[src/rtl/dwa_pkg.sv]
package dwa_pkg;
  // Default element count of the unit-source array (must be a power of two)
  localparam int unsigned DWA_ELEMS_DEF = 32;

  // Pointer width for a given element count
  function automatic int unsigned dwa_ptr_w(input int unsigned elems);
    int unsigned w;
    w = 0;
    while ((1 << w) < elems) w++;
    return w;
  endfunction
endpackage

[src/rtl/dwa_ptr.sv]
module dwa_ptr #(
  parameter int unsigned PTR_W = 5
) (
  input  logic             clk,
  input  logic             rst_n,
  input  logic             adv_en,
  input  logic [PTR_W-1:0] step,
  output logic [PTR_W-1:0] ptr_q
);
  logic [PTR_W-1:0] ptr_d;

  // Modulo wrap is implicit in the PTR_W-bit addition
  always_comb begin
    ptr_d = ptr_q;
    if (adv_en) ptr_d = ptr_q + step;
  end

  always_ff @(posedge clk or negedge rst_n) begin
    if (!rst_n) ptr_q <= '0;
    else        ptr_q <= ptr_d;
  end


  ptr_adv_chk: assert property (@(posedge clk) disable iff (!rst_n)
    adv_en |=> ptr_q == PTR_W'($past(ptr_q) + $past(step)));


  ptr_hold_chk: assert property (@(posedge clk) disable iff (!rst_n)
    !adv_en |=> $stable(ptr_q));
endmodule

[src/rtl/dwa_rotmask.sv]
module dwa_rotmask #(
  parameter int unsigned ELEMS = 32,
  parameter int unsigned PTR_W = 5,
  parameter int unsigned CNT_W = 6
) (
  input  logic [PTR_W-1:0] ptr,
  input  logic [CNT_W-1:0] cnt,
  output logic [ELEMS-1:0] mask
);
  // Element i is on when its distance above the pointer is below cnt
  for (genvar i = 0; i < ELEMS; i++) begin : g_elem
    logic [PTR_W-1:0] ofs;
    assign ofs     = PTR_W'(i) - ptr;
    assign mask[i] = (CNT_W'(ofs) < cnt);
  end
endmodule

[src/rtl/dwa_selector.sv]
module dwa_selector
  import dwa_pkg::*;
#(
  parameter int unsigned ELEMS = DWA_ELEMS_DEF,
  localparam int unsigned PTR_W = dwa_ptr_w(ELEMS),
  localparam int unsigned CNT_W = PTR_W + 1
) (
  input  logic             clk,
  input  logic             rst_n,
  input  logic             smp_vld,
  input  logic [CNT_W-1:0] lvl_cnt,
  output logic [ELEMS-1:0] en_p,
  output logic [ELEMS-1:0] en_n,
  output logic             out_vld
);
  localparam logic [CNT_W-1:0] CNT_FULL = CNT_W'(ELEMS);

  logic [CNT_W-1:0] cnt_sat;
  logic [PTR_W-1:0] ptr_q;
  logic [ELEMS-1:0] mask;
  logic [ELEMS-1:0] en_p_d, en_n_d;
  logic             vld_d;

  // Saturate over-range counts to the full array
  always_comb begin
    cnt_sat = (lvl_cnt > CNT_FULL) ? CNT_FULL : lvl_cnt;
  end

  dwa_ptr #(.PTR_W(PTR_W)) u_ptr (
    .clk    (clk),
    .rst_n  (rst_n),
    .adv_en (smp_vld),
    .step   (cnt_sat[PTR_W-1:0]),
    .ptr_q  (ptr_q)
  );

  dwa_rotmask #(.ELEMS(ELEMS), .PTR_W(PTR_W), .CNT_W(CNT_W)) u_mask (
    .ptr  (ptr_q),
    .cnt  (cnt_sat),
    .mask (mask)
  );

  always_comb begin
    en_p_d = en_p;
    en_n_d = en_n;
    vld_d  = smp_vld;
    if (smp_vld) begin
      en_p_d = mask;
      en_n_d = ~mask;
    end
  end

  always_ff @(posedge clk or negedge rst_n) begin
    if (!rst_n) begin
      en_p    <= '0;
      en_n    <= '1;
      out_vld <= 1'b0;
    end else begin
      en_p    <= en_p_d;
      en_n    <= en_n_d;
      out_vld <= vld_d;
    end
  end


  cmpl_word_chk: assert property (@(posedge clk) disable iff (!rst_n)
    en_n == ~en_p);


  run_len_chk: assert property (@(posedge clk) disable iff (!rst_n)
    smp_vld |=> $countones(en_p) == int'($past(cnt_sat)));


  run_start_chk: assert property (@(posedge clk) disable iff (!rst_n)
    (smp_vld && lvl_cnt != '0) |=> en_p[$past(ptr_q)]);


  vld_follow_chk: assert property (@(posedge clk) disable iff (!rst_n)
    out_vld == $past(smp_vld));


  word_hold_chk: assert property (@(posedge clk) disable iff (!rst_n)
    !smp_vld |=> $stable(en_p));
endmodule

[config.mk]
export PLATFORM = sky130hd
export DESIGN_NAME = dwa_selector
export DESIGN_NICKNAME = d
export VERILOG_FILES = /design/src/rtl/dwa_pkg.sv /design/src/rtl/dwa_ptr.sv /design/src/rtl/dwa_rotmask.sv /design/src/rtl/dwa_selector.sv
export SDC_FILE = /design/constraint.sdc
export NUM_CORES = 1
export LEC_CHECK = 0
export ABC_CLOCK_PERIOD_IN_PS = 4230
export BUFFER_PORTS_ARGS = -buffer_cell sky130_fd_sc_hd__buf_2
export CORE_ASPECT_RATIO = 1.25
export CORE_MARGIN = 8
export CORE_UTILIZATION = 55
export CTS_CLUSTER_DIAMETER = 200
export DETAILED_ROUTE_END_ITERATION = 10
export MAX_ROUTING_LAYER = met4
export PLACE_DENSITY = 0.77
export SYNTH_ARGS = -nofsm -noshare
export SYNTH_HDL_FRONTEND = slang
export SYNTH_HIERARCHICAL = 1
export SYNTH_SLANG_ARGS = --single-unit
[constraint.sdc]
create_clock -name clk -period 4.23 [get_ports clk]
set_input_delay 0 -clock clk [delete_from_list [all_inputs] [get_ports clk]]
set_output_delay 0 -clock clk [all_outputs]
set_load 0.05 [all_outputs]
==> results.env <==
WORST_HOLD_PATH_TYPE='in2reg'
FINALCLOCKSKEW_NS=0.00389
CLASS_OF_THE_MOST_CRITICAL_SETUP_PATH='reg2reg'
R2R_END='en_p[18]'
WORSTREG2REGSTART='u_ptr/ptr_q[2]'
SYN-CELL-AREA_UM2=5120
SYNTH_EDF_COUNT=0
ANT_NETS=0
DRTPASS1ITERATIONS=4
CTS-ROOT-BUF='sky130_fd_sc_hd__clkbuf_16'
FF2FF_PATH_DEPTH=10
FINAL_COMMON_CELL='sky130_fd_sc_hd__inv_1'
COUNT_OF_UNIQUE_LIBRARY_CELLS_INSTANTIATED_BY_YOSYS=43
TIMING.CRITICAL_PATH.FROM_TYPE='register'
TIMING.CRITICAL_PATH.TO_TYPE='register'
FINAL_CRITICAL_PATH_SETUP_SLACK_NS=1.48
WIRELENGTH_MM=11.2
SETUP.WORST_PATH.END='en_p[18]'
FINISH.CELL_COUNT_WITHOUT_FILLERS=667
FINALSETUPTNS_NS=0
CELL_COUNT_AFTER_PLACEMENT=650
DESIGN.FINAL.NETS=625
NUMBER_OF_GATES_ON_THE_WORST_PATH_WITH_BUFFERS_COUNTED=10
SYN_INST=469
VIA_COUNT=3648
YS_SEQ_ELEMENTS=70
MAPPEDNETLISTNETS=555
CRITICAL_PATH.TOP_DELAY_FAMILY='flip-flops'
DRC_ERRORS=0
PLACE_WS_NS=1.47
REPORT.FINAL.SLEW_VIOL_COUNT=0
DIODES=0
FINAL.MIN_CLOCK_PERIOD_NS=2.75
FILLERS=751
CP_CELL_SEQUENCE='inv_1 > ha_1 > a21oi_1 > xnor2_1 > inv_1 > ha_1 > nand3_1 > o22ai_1 > a22oi_1 > mux2_4'
FMAX_MHz=363
AREA_OF_THE_CORE_UM2=9080
CTS_TREE='built'
SETUP.REG_TO_REG.WORST_SLACK_NS=1.48
FINAL_UTIL_PCT=64.7
MAXIMUM_NUMBER_OF_PINS_ON_ONE_NET_BEFORE_GLOBAL_ROUTE_REPAIR=77
DR_ITER_0_VIOLS=123
BUFFERS_INVERTERS_ON_CRITICAL_PATH=2
FINAL-SETUP-VIOL-COUNT=0
TIMING.CRITICAL_PATH.SLOWEST_CELL_DELAY_NS=0.62
POST_DRT_VIA_CELL_RATIO=5.47
CP_DATA_ARRIVAL_TIME_NS=2.97
GRT_FIRST_PASS_WIRELENGTH_MM=18.4
CP_MAX_FO=12
POSTSYNTH.ASYNCRESETSHARE_PCT=100
GP_ROUTABILITY_CONGESTION=0.946
WORST_SLEW_PIN_SLEW_NS=1.20
VIAS_IN_THE_FIRST_GLOBAL_ROUTE=3739
GRT.TOTAL_USAGE_PCT=19.5
AREA_GROWTH_PCT=14.8
DESIGN.DIE.AREA_UM2=12700
SYN_AREA_PER_CELL_UM2=10.9
WORST_SETUP_HOLD_PATH_CLK_SLEW_NS=0.06
OVERFLOW=0
TOP_LEVEL_PORTS=74
STARTPOINT='u_ptr/ptr_q[2]'
HOLD_VIOL=0
CAP_VIOL_MAX_COUNT=0
TIMING.MAX_SLEW.REL_SLACK_PCT=19.7
DETAILED_PLACE_HPWL_MM=8.45
INITIAL_ANTENNA_VIOLATION_COUNT=0
ROUTED_WIRE_LENGTH_PER_INSTANCE_UM=16.8
FP.DIEH_UM=124
LAYOUT_COMMON_CELLS='sky130_fd_sc_hd__inv_1, sky130_fd_sc_hd__ha_1, sky130_fd_sc_hd__buf_2'
SYNTH-SEQ-AREA-SHARE_PCT=35.0
CHIPWIDTH_UM=102
GRT_SETUP_UNREPAIRED='no'
YOSYS_WARNINGS=6
CLOCK-SINKS=70
DOMINANTREGCELLSYNTH='sky130_fd_sc_hd__dfrtp_1'
CTS_SETUP_BUFFERS=0
START_UTIL_PCT=56.4
NUM_ROWS=39
STATUS='finished, final reports clean'
HTREE_NUM_LEVELS=3
CPMAXSTAGEDELAYCELL='sky130_fd_sc_hd__dfrtp_1'
CLOCK_TREE.BUFFER_DEPTH=2
WORSTSKEWPAIRLATENCY_NS=0.33
LAYOUT-DRIVE-GT1-SHARE_PCT=30.5
REQUIRED_NS=4.45
NUMPORTBUFFERS=73
MIN_PERIOD_OVER_PERIOD_PCT=65.1
CTS_BUFFERS=9
[synthesized netlist by cell type, types with 4 or more instances]
library cell	instances	area [um2]
sky130_fd_sc_hd__xnor2_1	21	184
sky130_fd_sc_hd__nand2_1	13	48.8
sky130_fd_sc_hd__mux2i_1	32	320
sky130_fd_sc_hd__ha_1	76	951
sky130_fd_sc_hd__a21boi_0	5	37.5
sky130_fd_sc_hd__o211ai_1	4	30.0
sky130_fd_sc_hd__dfstp_2	32	841
sky130_fd_sc_hd__a21oi_1	23	115
sky130_fd_sc_hd__inv_1	80	300
sky130_fd_sc_hd__a22oi_1	24	180
sky130_fd_sc_hd__mux2_2	6	67.6
sky130_fd_sc_hd__mux2_4	29	435
sky130_fd_sc_hd__buf_4	8	60.1
sky130_fd_sc_hd__o21ai_0	10	50.1
sky130_fd_sc_hd__xor2_1	4	35.0
sky130_fd_sc_hd__nor2b_1	8	50.1
sky130_fd_sc_hd__dfrtp_1	38	951
sky130_fd_sc_hd__o22ai_1	10	62.6
sky130_fd_sc_hd__buf_6	5	56.3
[worst min-delay path by stage]
stage,start,endpoint,slack (ns),cells past startpoint
6_report,lvl_cnt[4],u_ptr/ptr_q[4],0.17,4
5_1_grt,lvl_cnt[4],u_ptr/ptr_q[4],0.22,4
4_1_cts,lvl_cnt[4],u_ptr/ptr_q[4],0.17,4
3_5_place_dp,rst_n,en_p[27],0.26,2
3_3_place_gp,rst_n,en_p[27],0.25,2
2_1_floorplan,rst_n,en_p[0],-0.30,0
[worst min-delay path, cell delays in order]
cell and delay (ns):
sky130_fd_sc_hd__buf_2 0.09, sky130_fd_sc_hd__nor2b_1 0.18, sky130_fd_sc_hd__nand3b_1 0.11, sky130_fd_sc_hd__o311ai_1 0.08
[through the flow]
stage	hold slack (ns)	cell area, um2
after floorplan	-0.296	5120
after global placement	0.246	5520
after detailed placement	0.258	5520
after CTS	0.166	5870
after global routing	0.216	5870
final	0.172	5870
[layout make-up]
| cell class | instances | area (um2) | area share [%] |
|---|---|---|---|
| timing repair buffer | 77 | 400 | 6.82 |
| inverter | 82 | 308 | 5.24 |
| tap | 123 | 154 | 2.62 |
| sequential | 70 | 1790 | 30.5 |
| clock inverter | 6 | 111 | 1.90 |
| multi-input combinational | 299 | 2880 | 49.0 |
| clock buffer | 10 | 229 | 3.90 |
[sequential cells by signal, indices dropped and copies added (netlist names)]
| signal | count |
|---|---|
| en_n | 32 |
| u_ptr/ptr_q | 5 |
| en_p | 32 |
| out_vld | 1 |
[logic make-up (layout without fill, tap and decap cells)]
kind of cell	after synthesis	after routing	share of synthesized area (%)
adders and majority gates	77	77	19.0
muxes	67	67	16.1
AOI/OAI and AO/OA	96	96	13.3
xor gates and xnor gates	25	25	4.28
and+or+nand+nor	34	34	3.59
DFF	70	70	35.0
buffers and inverters	100	175	8.73
[layer usage]
layer	vias to the layer above	wire, um	track usage (%)
met5	-	0	-
met4	0	295	8.83
met3	19	458	3.80
met2	74	5590	32.1
met1	1787	4870	22.6
li1	1768	-	-
[timing repair]
item,CTS,global route
gates resized for setup,0,0
endpoints found under the setup margin,0,0
endpoints found under the hold margin,38,0
hold buffers,1,0
Power is not shown: default switching activity piles up to over one toggle a cycle in this logic, so the estimate is an artifact.
